===== src/rtl/dma_seq_pkg.sv =====
package dma_seq_pkg;

  // register select codes of the write port
  localparam logic [2:0] SEL_SRC  = 3'd0;
  localparam logic [2:0] SEL_DST  = 3'd1;
  localparam logic [2:0] SEL_CNT  = 3'd2;
  localparam logic [2:0] SEL_CTRL = 3'd3;
  localparam logic [2:0] SEL_IRQ  = 3'd4;

  // control word bit positions
  localparam int CTL_EN   = 0;
  localparam int CTL_RING = 1;
  localparam int CTL_SZ16 = 2;
  localparam int CTL_SINC = 3;
  localparam int CTL_DINC = 4;
  localparam int CTL_MASK = 5;

  typedef struct packed {
    logic mask;
    logic dst_inc;
    logic src_inc;
    logic size16;
    logic ring;
  } chan_cfg_t;

  // bytes moved per transfer
  function automatic logic [1:0] addr_step(input logic size16);
    return size16 ? 2'd2 : 2'd1;
  endfunction

  function automatic logic is_cfg_sel(input logic [2:0] sel);
    return sel <= SEL_CTRL;
  endfunction

endpackage


===== src/rtl/dma_ctrl_reg.sv =====
module dma_ctrl_reg
  import dma_seq_pkg::*;
#(
  parameter int DATA_W = 32
) (
  input  logic              clk,
  input  logic              rst_n,
  input  logic              ctl_wr,
  input  logic [DATA_W-1:0] wr_data,
  input  logic              last_xfer,
  output chan_cfg_t         cfg,
  output logic              enable,
  output logic              en_rise
);

  assign en_rise = ctl_wr && wr_data[CTL_EN] && !enable;

  always_ff @(posedge clk or negedge rst_n) begin
    if (!rst_n) begin
      cfg    <= '0;
      enable <= 1'b0;
    end else if (ctl_wr) begin
      enable      <= wr_data[CTL_EN];
      cfg.ring    <= wr_data[CTL_RING];
      cfg.size16  <= wr_data[CTL_SZ16];
      cfg.src_inc <= wr_data[CTL_SINC];
      cfg.dst_inc <= wr_data[CTL_DINC];
      cfg.mask    <= wr_data[CTL_MASK];
    end else if (last_xfer) begin
      enable <= 1'b0;
    end
  end

endmodule


===== src/rtl/dma_addr_chan.sv =====
module dma_addr_chan
  import dma_seq_pkg::*;
#(
  parameter int ADDR_W = 32
) (
  input  logic              clk,
  input  logic              rst_n,
  input  logic              load,
  input  logic [ADDR_W-1:0] wr_data,
  input  logic              capture,
  input  logic              advance,
  input  logic              inc,
  input  logic              size16,
  input  logic              wrap,
  output logic [ADDR_W-1:0] addr
);

  logic [ADDR_W-1:0] start_q;
  logic [ADDR_W-1:0] step;

  assign step = {{(ADDR_W-2){1'b0}}, addr_step(size16)};

  always_ff @(posedge clk or negedge rst_n) begin
    if (!rst_n) begin
      addr <= '0;
    end else if (load) begin
      addr <= wr_data;
    end else if (advance && inc) begin
      addr <= wrap ? start_q : addr + step;
    end
  end

  always_ff @(posedge clk or negedge rst_n) begin
    if (!rst_n) begin
      start_q <= '0;
    end else if (capture) begin
      start_q <= addr;
    end
  end

endmodule


===== src/rtl/dma_xfer_count.sv =====
module dma_xfer_count #(
  parameter int CNT_W = 16,
  parameter int POS_W = 5
) (
  input  logic             clk,
  input  logic             rst_n,
  input  logic             load,
  input  logic [CNT_W-1:0] wr_data,
  input  logic             restart,
  input  logic             advance,
  output logic [CNT_W-1:0] count,
  output logic             cnt_zero,
  output logic             pos_last
);

  logic [POS_W-1:0] pos;

  assign cnt_zero = (count == '0);
  assign pos_last = &pos;

  always_ff @(posedge clk or negedge rst_n) begin
    if (!rst_n) begin
      count <= '0;
    end else if (load) begin
      count <= wr_data;
    end else if (advance) begin
      count <= count - CNT_W'(1);
    end
  end

  always_ff @(posedge clk or negedge rst_n) begin
    if (!rst_n) begin
      pos <= '0;
    end else if (restart) begin
      pos <= '0;
    end else if (advance) begin
      pos <= pos + POS_W'(1);
    end
  end

endmodule


===== src/rtl/dma_chan_seq.sv =====
module dma_chan_seq
  import dma_seq_pkg::*;
#(
  parameter int ADDR_W   = 32,
  parameter int CNT_W    = 16,
  parameter int RING_LOG = 5
) (
  input  logic              clk,
  input  logic              rst_n,
  input  logic              wr_en,
  input  logic [2:0]        wr_sel,
  input  logic [ADDR_W-1:0] wr_data,
  input  logic              xfer_stb,
  output logic [ADDR_W-1:0] src_addr,
  output logic [ADDR_W-1:0] dst_addr,
  output logic [CNT_W-1:0]  xfer_count,
  output logic              busy,
  output logic              irq_req
);

  localparam int N_ADDR = 2;

  chan_cfg_t cfg;
  logic      enable, en_rise;
  logic      cfg_wr, ctl_wr, cnt_wr;
  logic      xfer_go, last_xfer, ring_wrap;
  logic      irq_set, irq_clr;
  logic      cnt_zero, pos_last;
  logic [ADDR_W-1:0] addr_q [N_ADDR];

  assign cfg_wr    = wr_en && is_cfg_sel(wr_sel);
  assign ctl_wr    = wr_en && (wr_sel == SEL_CTRL);
  assign cnt_wr    = wr_en && (wr_sel == SEL_CNT);
  assign xfer_go   = xfer_stb && enable && !cfg_wr;
  assign last_xfer = xfer_go && !cfg.ring && cnt_zero;
  assign ring_wrap = cfg.ring && pos_last;
  assign irq_set   = last_xfer && !cfg.mask;
  assign irq_clr   = wr_en && (wr_sel == SEL_IRQ) && wr_data[0];

  dma_ctrl_reg #(.DATA_W(ADDR_W)) u_ctrl (
    .clk       (clk),
    .rst_n     (rst_n),
    .ctl_wr    (ctl_wr),
    .wr_data   (wr_data),
    .last_xfer (last_xfer),
    .cfg       (cfg),
    .enable    (enable),
    .en_rise   (en_rise)
  );

  dma_xfer_count #(.CNT_W(CNT_W), .POS_W(RING_LOG)) u_count (
    .clk      (clk),
    .rst_n    (rst_n),
    .load     (cnt_wr),
    .wr_data  (wr_data[CNT_W-1:0]),
    .restart  (en_rise),
    .advance  (xfer_go),
    .count    (xfer_count),
    .cnt_zero (cnt_zero),
    .pos_last (pos_last)
  );

  for (genvar g = 0; g < N_ADDR; g++) begin : g_addr
    logic ld, inc;
    assign ld  = wr_en && (wr_sel == ((g == 0) ? SEL_SRC : SEL_DST));
    assign inc = (g == 0) ? cfg.src_inc : cfg.dst_inc;
    dma_addr_chan #(.ADDR_W(ADDR_W)) u_addr (
      .clk     (clk),
      .rst_n   (rst_n),
      .load    (ld),
      .wr_data (wr_data),
      .capture (en_rise),
      .advance (xfer_go),
      .inc     (inc),
      .size16  (cfg.size16),
      .wrap    (ring_wrap),
      .addr    (addr_q[g])
    );
  end

  assign src_addr = addr_q[0];
  assign dst_addr = addr_q[1];
  assign busy     = enable;

  // set has priority over a same-cycle clear
  always_ff @(posedge clk or negedge rst_n) begin
    if (!rst_n) begin
      irq_req <= 1'b0;
    end else if (irq_set) begin
      irq_req <= 1'b1;
    end else if (irq_clr) begin
      irq_req <= 1'b0;
    end
  end

endmodule


===== config.mk =====
export PLATFORM = sky130hd
export DESIGN_NAME = dma_chan_seq
export DESIGN_NICKNAME = d
export VERILOG_FILES = /design/src/rtl/dma_seq_pkg.sv /design/src/rtl/dma_ctrl_reg.sv /design/src/rtl/dma_addr_chan.sv /design/src/rtl/dma_xfer_count.sv /design/src/rtl/dma_chan_seq.sv
export SDC_FILE = /design/constraint.sdc
export NUM_CORES = 1
export LEC_CHECK = 0
export BUFFER_PORTS_ARGS = -buffer_cell sky130_fd_sc_hd__buf_2
export CAP_MARGIN = 10
export CORE_MARGIN = 3
export CORE_UTILIZATION = 46
export DETAILED_ROUTE_END_ITERATION = 10
export PLACE_DENSITY = 0.67
export SYNTH_ARGS = -nofsm -noshare
export SYNTH_HDL_FRONTEND = slang
export SYNTH_SLANG_ARGS = --single-unit

===== constraint.sdc =====
create_clock -name clk -period 4 [get_ports clk]
set_input_delay 0.6 -clock clk [delete_from_list [all_inputs] [get_ports clk]]
set_output_delay 0.6 -clock clk [all_outputs]
set_load 0.005 [all_outputs]

== After elaboration in Yosys (flattened, before gate mapping) ==
Index checks and enable logic that the tools add are counted.

* Register bits after elaboration: 156
* Latch bits: 0
* RAM bits: 0
* ROM bits: 0
* Input bits: 39
* Output and inout bits: 82
* Logic and storage cells: 67
* Memories: 0

* Add/subtract/negate cells: 4
* $mul: 0
* Div/mod/pow operators: 0
* Order comparisons: 1
* Eq/ne operators: 4
* Shift-type cells: 0
* Muxes and demuxes: 15
* Bitwise gates (word level): 0
* Reduce and logical (&&, ||, !) cells: 30

{| class="wikitable"
|+ Operators by type and width
! cell !! number
|-
| 32-bit two-way mux || 6
|-
| 32-bit by 2-bit adder with 32-bit output || 2
|-
| 16-bit two-way mux || 2
|-
| 1-bit logical AND || 17
|-
| 16-bit zero test || 1
|-
| 16-bit by 1-bit subtractor with 16-bit output (second input constant) || 1
|-
| 2-bit nonzero test || 6
|-
| 5-bit two-way mux || 2
|-
| 3-bit by 2-bit == test with 1-bit output (second input constant) || 2
|-
| 5-bit by 1-bit adder with 5-bit output (second input constant) || 1
|-
| 5-bit AND reduction || 1
|-
| 1-bit zero test || 4
|-
| 1-bit two-way mux || 4
|-
| 3-bit by 1-bit == test with 1-bit output (second input constant) || 1
|-
| 3-bit == test (second input constant) || 1
|-
| 3-bit by 2-bit <= comparator with 1-bit output (second input constant) || 1
|-
| 3-bit zero test || 1
|-
| 2-bit two-way mux || 1
|}

== Longest topological paths before layout ==
Gate-level depths: netlist (run 1).

* Depth after elaboration: 8
* Gate-level depth with buffers: 11
* Depth with buffers taken out: 9

== Hierarchy ==
A second synthesis (run 1) with hierarchy kept.

* Cells, all modules: 933
* Area total of the unflattened synthesis: 8842.2 um^2

{| class="wikitable"
|+ Modules (own cells, without submodules)
! module !! instances !! cells each !! area an instance (um^2) !! seq. area each (um^2)
|-
| dma_addr_chan || 2 || 391 || 3638.5 || 1601.5
|-
| dma_xfer_count || 1 || 121 || 1173.6 || 525.5
|-
| dma_ctrl_reg || 1 || 16 || 255.2 || 150.1
|-
| dma_chan_seq || 1 || 14 || 136.4 || 25.0
|}

== Worst setup path after synthesis (run 1) ==
No wires, ideal clock.

* Path type: reg2reg
* Start: register, netlist name u_ctrl.cfg[1]
* End: register g_addr[0].u_addr.addr[30]
* Setup time: 0.138 ns
* Arrival time: 2.429 ns
* Data required time: 3.862 ns
* Slack: 1.433 ns
* Stages on the path, launching flop included: 12
* Path buffers: 2
* Clock period less this slack: 2.567 ns
* Cell sequence: dfrtp_1 > inv_1 > ha_1 > inv_1 > fa_1 > nand3b_1 > or2_2 > clkbuf_1 > clkbuf_1 > nor4_1 > xnor2_1 > o211ai_1

* Cells in the longest elaborated chain, start to end: 5

{| class="wikitable"
|+ Ends and longest elaborated chain
! item !! RTL line !! RTL
|-
| 2-bit two-way mux || dma_seq_pkg.sv:28 || <nowiki>return size16 ? 2'd2 : 2'd1;</nowiki>
|-
| 32-bit by 2-bit adder with 32-bit output || dma_addr_chan.sv:29 || <nowiki>addr <= wrap ? start_q : addr + step;</nowiki>
|-
| 32-bit two-way mux || dma_addr_chan.sv:29 ||
|-
| 32-bit two-way mux || dma_addr_chan.sv:28 || <nowiki>end else if (advance && inc) begin</nowiki>
|-
| 32-bit two-way mux || dma_addr_chan.sv:26 || <nowiki>end else if (load) begin</nowiki>
|-
| to (signal assigned) || dma_addr_chan.sv:27 || <nowiki>addr <= wr_data;</nowiki>
|-
| to (signal assigned) || dma_addr_chan.sv:29 ||
|-
| to (decl) || dma_addr_chan.sv:15 || <nowiki>output logic [ADDR_W-1:0] addr</nowiki>
|}

No other way between the ends. The select of a mux whose other input is x is not followed.
A chain may end at the register's enable or synchronous reset.

== Worst setup path in the final report (run 1) ==
* Start: register, netlist name u_ctrl.cfg[1]
* End: register g_addr[1].u_addr.addr[24]

* Cells in the longest elaborated chain, start to end: 5

{| class="wikitable"
|+ Ends and longest elaborated chain
! item !! RTL line
|-
| 2-bit two-way mux || dma_seq_pkg.sv:28
|-
| 32-bit by 2-bit adder with 32-bit output || dma_addr_chan.sv:29
|-
| 32-bit two-way mux || dma_addr_chan.sv:29
|-
| 32-bit two-way mux || dma_addr_chan.sv:28
|-
| 32-bit two-way mux || dma_addr_chan.sv:26
|-
| to (signal assigned) || dma_addr_chan.sv:27
|-
| to (signal assigned) || dma_addr_chan.sv:29
|-
| to (decl) || dma_addr_chan.sv:15
|}

No other way between the ends. The select of a mux whose other input is x is not followed.

==> results.md, run 1 <==
* Netlist cell types at 63
* Post-Syn Nets at 849
* Htree depth at 4
* Most common flop cell mapped by yosys: dfrtp_1
* Hold_buf cts at 0
* Status: finished, final reports clean
* Clock slew at reported path FFs at 0.06 ns
* Area grow syn2layout at 17.0%
* Final net count at 951
* Clock Tree Buf Depth at 2
* Mux contribution to synthesized area at 0.0945
* Crit path required time at 4.35 ns
* ANT cells at 0
* I/O Buffers at 120
* CTS tree: done
* Design area at 9600 µm²
* PwrDens at 646 nW/µm²
* Simple-Gate Fraction of Synth Area at 0.159
* Remaining DRCs at 0
* Drt wl/cell at 20.4 µm
* Share of cells above drive strength 1 at 0.271
* Most numerous cell on the critical path: inv_1
* Async SR Flop Fraction at 1.00
* Slowest-stage cell, CP: nor4_2
* GRT overflow at 0
* Post-synth top area cell: dfrtp_1
* Slew headroom at 0.403
* Synth Area in XOR/XNOR at 0.0597
* Final Util at 0.553
* Crit path cell chain: inv_1 -> ha_1 -> inv_1 -> fa_1 -> nand4b_1 -> nor4_2 -> nand4_1 -> xor2_1 -> o211ai_1
* Site Rows at 48
* Global-route wire length before repair at 37100 µm
* Worst vdd ir at 375 µV
* Largest cells by area after synthesis: dfrtp_1 48%, mux2_2 9.3%, o211ai_1 4.8%
* Tcrit/Tclk final at 0.744
* Cells after Synth at 800
* Detail Route Antenna Nets at 0
* Max stage delay on crit path at 0.81 ns
* Vias in the first global route at 6515
* Worst reg-to-reg setup slack at 1.02 ns
* Routability cong. at 0.875
* IO Pins at 121
* Reg-to-reg critical path endpoint: g_addr[1].u_addr.addr[24]
* Most frequent cells in the layout: 156 x dfrtp_1, 119 x buf_2, 92 x nand2_1
* Clk_skew at 0.00626 ns
* RSZ-0062 raised after global routing: no
* Most common cell after layout, fill and taps aside: dfrtp_1
* Initial DRC count at 616
* Syn Area/Cell at 10.3 µm²
* CP max FO at 9
* Largest family of logic cells by synthesized area: compound AO/OA/AOI/OAI gates
* Dpl cell area at 9020 µm²
* Max Freq at 336 MHz
* Clock latency at the later pin of the worst-skew pair at 0.43 ns
* CTS Root Buffer Type: clkbuf_16
* All-Layer GR Usage at 0.241
* Die Height at 140 µm
* Number of synthesized flops with an enable pin at 0
* Critical path launch point: u_ctrl.cfg[1]
* Seq/Total Area, Yosys at 0.475
* Post-Synth Adder-Cell Area at 0.0171
* Initial Util at 0.473
* Tmin final at 2.98 ns
* Overall power at 6.20 mW
* Mapped cell area at 8210 µm²
* Vias per cell at 6.03
* Die Wd at 140 µm
* Pin count of the biggest net entering global routing at 92
* Via count at 6874
* Crit Reg-Reg Startpoint: u_ctrl.cfg[1]
* Final hold violations at 0
* Cell leakage power at 4.10 nW
* Hold Path Class: input pin to asynchronous set/reset pin
* Worst slew pin tran at 0.887 ns
* Post-DP HPWL at 15900 µm
* Initial antenna violation count at 0
* CP Class: register to register
* Sink Count at 156
* Core box area at 17400 µm²
* DRT Pass-1 Iters at 6
* Full die area at 19500 µm²
* YS warnings at 0
* Top-area cell type share of the netlist area at 0.475
* Setup TNS at 0 ns
* Wirelength, routed at 23300 µm
* Compound-cell area share of the yosys netlist at 0.162
* Critical path capture point type: register
* Clock buffer count from CTS at 17
* Worst hold slack at 0.231 ns
* Max-cap viol count at 0
* Crit path arrival time at 3.33 ns
* Max Transition Viols Final at 0
* # resized after CTS at 0
* FF+latch count, synth at 156
* Setup Viol. Count Final at 0
* Crit start category: register
* Setup Fix Bufs, Post-CTS at 0
* Worst-case reg-to-reg path depth at 9
## worst max path at each step
stage                           endpoint  cells past startpoint
6_report       g_addr[1].u_addr.addr[24]                      9
5_1_grt        g_addr[1].u_addr.addr[24]                      9
4_1_cts        g_addr[1].u_addr.addr[28]                      9
3_5_place_dp   g_addr[1].u_addr.addr[28]                      9
3_3_place_gp   g_addr[1].u_addr.addr[24]                      9
2_1_floorplan  g_addr[0].u_addr.addr[30]                     11
## logic make-up after synthesis
kind of cell | after synthesis
compound gates | 187
xor+xnor | 56
fa+ha+maj | 10
buf+inv | 66
flops | 156
mux | 69
simple gates | 256
## registers in the layout (all words and copies together) (netlist names)
signal	count
irq_req	1
u_ctrl.cfg	5
g_addr.u_addr.start_q	64
u_ctrl.enable	1
g_addr.u_addr.addr	64
u_count.count	16
u_count.pos	5
## metrics by stage
step	std cells	setup WS (ns)
2_1_floorplan	800	1.43
3_3_place_gp	1108	1.11
3_5_place_dp	1108	1.03
4_1_cts	1140	1.01
5_1_grt	1140	0.712
6_report	1140	1.02
## cell type report
type | instances | area (µm²)
clock buffer | 21 | 460
timing repair buffer | 133 | 717
sequential | 156 | 3900
inverter | 16 | 60.1
fill | 1552 | 7750
clock inverter | 11 | 119
multi-input combinational | 578 | 4060
tap | 225 | 282
## worst max-delay path, delay by kind of cell, from the launching register on
kind,cells,cell delay (ns)
fa+ha+maj,2,0.63
buf+inv,2,0.22
compound gates,1,0.15
xor+xnor,1,0.18
flops,1,0.41
simple gates,3,1.29
## cells in the mapped netlist, types with 18 or more instances
| cell | n |
|---|---|
| dfrtp_1 | 156 |
| nand2_1 | 92 |
| mux2_2 | 68 |
| o211ai_1 | 52 |
| a22oi_1 | 49 |
| nor2_1 | 36 |
| clkbuf_1 | 32 |
| xnor2_1 | 32 |
| o21ai_0 | 27 |
| nand3_1 | 26 |
| xor2_1 | 24 |
| nand4_1 | 21 |
| a21oi_1 | 19 |
| nor3_1 | 18 |
## report_power, final
part	leakage (nW)	internal (mW)	switching, mW
Sequential	1.99	2.17	0.722
Combinational	1.83	0.928	0.785
Clock	0.275	0.947	0.655
Total	4.10	4.04	2.16
## routing by layer
metal / up-vias / routed length (µm) / track usage
met3: 43 / 1650 / 0.0615
met1: 3428 / 10300 / 0.334
met4: 0 / 599 / 0.0857
li1: 3184 / - / -
met2: 219 / 10700 / 0.368
met5: - / 0 / 0
No activity file was read; power rests on OpenSTA's default activity.
==> run 2: changes to the inputs <==
==> constraint.sdc (replaced) <==
create_clock -name clk -period 2.8 [get_ports clk]
set_input_delay 0.42 -clock clk [delete_from_list [all_inputs] [get_ports clk]]
set_output_delay 0.42 -clock clk [all_outputs]
set_load 0.005 [all_outputs]
==> results.md, run 2 (synthesized netlist as in run 1, its figures left out) <==
* Max stage delay on crit path at 0.42 ns (-0.39 ns)
* Max Transition Viols Final at 0 (unchanged)
* Initial DRC count at 595 (-3.4%)
* Core box area at 17400 µm² (unchanged)
* Dpl cell area at 9160 µm² (+1.5%)
* Final net count at 966 (+1.6%)
* GRT overflow at 0 (unchanged)
* Routability cong. at 0.840 (-4.0%)
* Vias in the first global route at 6808 (+4.5%)
* Crit path arrival time at 2.85 ns (-0.48 ns)
* PwrDens at 926 nW/µm² (+43%)
* ANT cells at 0 (unchanged)
* Setup TNS at 0 ns (unchanged)
* Die Height at 140 µm (unchanged)
* Worst vdd ir at 488 µV (+30%)
* CP Class: register to register
* Sink Count at 156 (unchanged)
* Clock Tree Buf Depth at 2 (unchanged)
* Fillers at 1546 (-0.39%)
* Hold_buf cts at 0 (unchanged)
* Slew headroom at 0.418 (+0.0143)
* Status: finished, final reports clean
* Pin count of the biggest net entering global routing at 74 (-20%)
* Htree depth at 4 (unchanged)
* Vias per cell at 6.08 (+0.76%)
* Global-route wire length before repair at 38200 µm (+2.9%)
* Crit path cell chain: inv_2 -> ha_1 -> inv_1 -> fa_1 -> nand3b_1 -> or2_4 -> nor3_1 -> o22ai_1 -> a211o_1
* Clock buffer count from CTS at 17 (unchanged)
* Cell leakage power at 4.21 nW (+2.7%)
* Initial Util at 0.473 (unchanged)
* Clk_skew at 0.00709 ns (+0.000830 ns)
* Detail Route Antenna Nets at 0 (unchanged)
* Tmin final at 2.54 ns (-0.434 ns)
* Wirelength, routed at 23700 µm (+1.5%)
* Via count at 7011 (+2.0%)
* Initial antenna violation count at 1 (+1)
* Area grow syn2layout at 19.1%
* CTS tree: done
* Share of cells above drive strength 1 at 0.283 (+0.0121)
* Overall power at 9.06 mW (+46%)
* Max Freq at 393 MHz (+17%)
* CTS Root Buffer Type: clkbuf_16
* Post-DP HPWL at 16200 µm (+1.8%)
* Most frequent cells in the layout: 156 x dfrtp_1, 119 x buf_2, 92 x nand2_1
* Max-cap viol count at 0 (unchanged)
* Final hold violations at 0 (unchanged)
* Die Wd at 140 µm (unchanged)
* CP max FO at 14 (+5)
* Critical path capture point type: register
* Clock latency at the later pin of the worst-skew pair at 0.42 ns (about the same)
* Crit start category: register
* DRT Pass-1 Iters at 5 (-1)
* Tcrit/Tclk final at 0.908 (+0.164)
* Setup WS post-layout at 0.257 ns (-0.766 ns)
* Design area at 9780 µm² (+1.8%)
* I/O Buffers at 120 (unchanged)
* Most common cell after layout, fill and taps aside: dfrtp_1
* Remaining DRCs at 0 (unchanged)
* All-Layer GR Usage at 0.245 (+0.00481)
* IO Pins at 121 (unchanged)
* Full die area at 19500 µm² (unchanged)
* Setup Viol. Count Final at 0 (unchanged)
* Site Rows at 48 (unchanged)
* Regs by FF count: g_addr.u_addr.addr x64, g_addr.u_addr.start_q x64, u_count.count x16
* Pre-CTS WS at 0.104 ns (-0.922 ns)
* Crit path required time at 3.11 ns (-1.24 ns)
* Slowest-stage cell, CP: dfrtp_1
* RSZ-0062 raised after global routing: no
* Worst slew pin tran at 0.872 ns (-0.0149 ns)
* Hold Path Class: input pin to asynchronous set/reset pin
* Drt wl/cell at 20.5 µm (+0.29%)
* Clock slew at reported path FFs at 0.06 ns (about the same)
==> run 2: worst max-delay path, delay by kind of cell (launching register included) <==
family                     cells  cell delay [ns]
and+or+nand+nor                3             0.81
adders and majority gates      2             0.59
AOI/OAI and AO/OA              2             0.43
DFF                            1             0.42
buffers and inverters          2             0.18
==> run 2: metal layers <==
| layer | share of wire | GRT usage | vias to the layer above | routed length, µm |
|---|---|---|---|---|
| met5 | 0.00055 | 0 | - | 13 |
| met4 | 0.019 | 0.0790 | 2 | 452 |
| met3 | 0.075 | 0.0649 | 40 | 1780 |
| met2 | 0.47 | 0.382 | 230 | 11200 |
| met1 | 0.43 | 0.337 | 3526 | 10300 |
| li1 | - | - | 3213 | - |
==> run 2: metrics by stage <==
step	util	instances	hold slack, ns
2_1_floorplan	-	800	0.124
3_3_place_gp	0.528	1123	0.448
3_5_place_dp	0.528	1123	0.462
4_1_cts	0.563	1154	0.0425
5_1_grt	0.563	1154	0.0731
6_report	0.563	1154	0.0307
==> run 2: final timing paths <==
kind | start | to | slack, ns | depth (start not counted)
setup / recovery | u_ctrl.cfg[1] | g_addr[0].u_addr.addr[22] | 0.26 | 9
min in group clk | wr_data[29] | g_addr[1].u_addr.addr[29] | 0.27 | 3
hold reg to reg | u_ctrl.cfg[4] | irq_req | 0.46 | 1
setup reg to reg | u_ctrl.cfg[1] | g_addr[0].u_addr.addr[22] | 0.26 | 9
max in group asynchronous | rst_n | u_ctrl.cfg[4] | 2.06 | 2
hold / removal | rst_n | g_addr[1].u_addr.start_q[18] | 0.03 | 1
==> run 2: report_power, final <==
part	internal [mW]	leakage, nW	total (mW)	switching, mW
registers	3.10	1.99	4.13	1.04
clock network	1.51	0.306	2.41	0.901
logic	1.36	1.91	2.51	1.15
==> run 2: what timing repair did <==
action | 4_1_cts | 5_1_grt
gates resized for setup | 0 | 2
setup buffers | 0 | 0
setup endpoints to repair | 0 | 6
==> run 2: layout make-up <==
cell class	instances	area [µm²]	share of cell area
sequential	156	3900	0.399
tap	225	282	0.0288
clock inverter	7	110	0.0113
multi-input combinational	578	4070	0.416
clock buffer	24	502	0.0513
inverter	16	60.1	0.00614
timing repair buffer	148	855	0.0874
==> run 3: changes to the inputs <==
--- a/config.mk
+++ b/config.mk
@@ -5,7 +5,7 @@
 export SDC_FILE = /design/constraint.sdc
 export NUM_CORES = 1
 export LEC_CHECK = 0
-export BUFFER_PORTS_ARGS = -buffer_cell sky130_fd_sc_hd__buf_2
+export BUFFER_PORTS_ARGS = -buffer_cell sky130_fd_sc_hd__buf_4
 export CAP_MARGIN = 10
 export CORE_MARGIN = 3
 export CORE_UTILIZATION = 46
==> constraint.sdc (replaced) <==
create_clock -name clk -period 2.6 [get_ports clk]
set_input_delay 0.39 -clock clk [delete_from_list [all_inputs] [get_ports clk]]
set_output_delay 0.39 -clock clk [all_outputs]
set_load 0.005 [all_outputs]
==> results.md, run 3 (synthesized netlist as in run 1, its figures left out) <==
* Met1 Routed Length at 10300 µm (+0.63%)
* Initial antenna violation count at 0 (-1)
* Top Layer Used: met4
* Clock buffer count from CTS at 17 (unchanged)
* Core box area at 17400 µm² (unchanged)
* Most frequent cells in the layout: 156 x dfrtp_1, 153 x buf_4, 92 x nand2_1
* Clock slew at reported path FFs at 0.06 ns (about the same)
* Max-cap viol count at 0 (unchanged)
* Die Wd at 140 µm (unchanged)
* Area grow syn2layout at 23.2%
* Hold Path Class: input pin to register
* Max Transition Viols Final at 0 (unchanged)
* Tcrit/Tclk final at 0.950 (+0.0416)
* All-Layer GR Usage at 0.244 (-0.00148)
* I/O Buffers at 120 (unchanged)
* Setup Viol. Count Final at 0 (unchanged)
* Sink Count at 156 (unchanged)
* Worst vdd ir at 580 µV (+19%)
* Die Height at 140 µm (unchanged)
* Clk_skew at 0.00964 ns (+0.00255 ns)
* Initial Util at 0.473 (unchanged)
* Worst-case reg-to-reg path depth at 10 (+1)
* Design area at 10100 µm² (+3.5%)
* IO Pins at 121 (unchanged)
* CTS Root Buffer Type: clkbuf_16
* Most numerous cell on the critical path: inv_1
* Share of cells above drive strength 1 at 0.290 (+0.00733)
* Slowest-stage cell, CP: fa_2
* Regs by FF count: g_addr.u_addr.addr x64, g_addr.u_addr.start_q x64, u_count.count x16
* Full die area at 19500 µm² (unchanged)
* Final Util at 0.583 (+0.0197)
* Slew headroom at 0.236 (-0.182)
* DRT Pass-1 Iters at 5 (unchanged)
* Global-route wire length before repair at 37700 µm (-1.2%)
* Wirelength, routed at 23500 µm (-0.52%)
* Most common cell after layout, fill and taps aside: dfrtp_1
* Crit path cell chain: inv_1 -> ha_1 -> inv_1 -> fa_2 -> nand4b_1 -> nor4_2 -> clkdlybuf4s15_2 -> nand2_1 -> xor2_1 -> o211ai_1
* Vias in the first global route at 6788 (-0.29%)
* CP Class: register to register
* Max stage delay on crit path at 0.38 ns (-0.04 ns)
* Dpl cell area at 9530 µm² (+4.0%)
* Clock Tree Buf Depth at 2 (unchanged)
* Final net count at 977 (+1.1%)
* RSZ-0062 raised after global routing: no
* Worst slew pin tran at 1.14 ns (+0.270 ns)
* GRT overflow at 0 (unchanged)
* Met2 WL at 11100 µm (-0.98%)
* Final hold violations at 0 (unchanged)
* Site Rows at 48 (unchanged)
* Via count at 7020 (+0.13%)
* Status: finished, final reports clean
* Crit path arrival time at 2.81 ns (-0.04 ns)
* Setup Fix Bufs, Post-CTS at 0 (unchanged)
* CTS tree: done
* WHS Path Cells at 3
* ANT cells at 0 (unchanged)
* Max Freq at 405 MHz (+3.0%)
* Worst hold slack at 0.220 ns (+0.190 ns)
* Remaining DRCs at 0 (unchanged)
* Routability cong. at 0.830 (-1.2%)
* Clock latency at the later pin of the worst-skew pair at 0.42 ns (about the same)
* Drt wl/cell at 20.2 µm (-1.5%)
* Pin count of the biggest net entering global routing at 70 (-5.4%)
* Post-DP HPWL at 16300 µm (+0.52%)
* Crit path required time at 2.94 ns (-0.17 ns)
* PwrDens at 974 nW/µm² (+5.2%)
* Crit start category: register
* Critical path capture point type: register
* Vias per cell at 6.03 (-0.82%)
* Htree depth at 4 (unchanged)
* Cell leakage power at 4.30 nW (+2.2%)
* Detail Route Antenna Nets at 0 (unchanged)
* Met3 WL at 1550 µm (-13%)
* Initial DRC count at 579 (-2.7%)
* CP max FO at 5 (-9)
* Setup TNS at 0 ns (unchanged)
* Tmin final at 2.47 ns (-0.0735 ns)
run 3: cell count changes in the layout (fill, tap and decap cells not counted), moves of 2 or more:
cell / previous run / this run
buf_2: 119 / 0
buf_4: 25 / 153
clkbuf_1: 2 / 5
clkbuf_8: 5 / 1
nor3_1: 18 / 16
nor3_2: 0 / 2
run 3: per-layer routing:
metal  global-route usage  vias up
met3               0.0526       45
li1                     -     3242
met1                0.340     3517
met2                0.380      216
met4               0.0841        0
met5                    0        -
run 3: path summary, 6_finish.rpt:
kind,slack (ns),endpoint,start
min reg2reg,0.45,irq_req,u_ctrl.cfg[4]
max in group asynchronous,1.38,g_addr[0].u_addr.addr[14],rst_n
min in group asynchronous,0.49,g_addr[1].u_addr.start_q[23],rst_n
min,0.22,g_addr[1].u_addr.addr[29],wr_data[29]
max,0.13,g_addr[1].u_addr.addr[30],u_ctrl.cfg[1]
max reg2reg,0.13,g_addr[1].u_addr.addr[30],u_ctrl.cfg[1]
run 3: stage by stage:
step           std cells  total power [mW]  worst slack, ns
6_report            1165              9.86            0.130
4_1_cts             1164              9.91          0.00757
3_3_place_gp        1132              7.40            0.104
5_1_grt             1165              10.5          0.00729
3_5_place_dp        1132              7.49           0.0217
2_1_floorplan        800              5.92           0.0330
run 3: power by group:
group / internal, mW / switching [mW] / leakage, nW
clock: 1.43 / 0.961 / 0.275
combinational: 1.76 / 1.25 / 2.03
sequential: 3.34 / 1.13 / 1.99
total: 6.52 / 3.34 / 4.30
run 3: layout make-up:
type	count	area (µm²)
clock buffers	23	458
clock inverters	8	93.8
fillers	1489	7240
inverters	16	60.1
multi-input cells	578	4080
flip-flops and latches	156	3900
well taps	225	282
repair buffers	159	1240
run 3: worst max-delay path: cells and delay by family, from the launching register on:
kind | cells | cell delay [ns]
simple gates | 3 | 0.62
fa+ha+maj | 2 | 0.58
buf+inv | 3 | 0.51
flops | 1 | 0.37
xor+xnor | 1 | 0.16
compound gates | 1 | 0.15
run 3: timing repair:
item | in CTS | in global routing
resized for setup | 0 | 5
endpoints found under the setup margin | 0 | 17
hold buffers | 1 | 0
endpoints found under the hold margin | 51 | 0
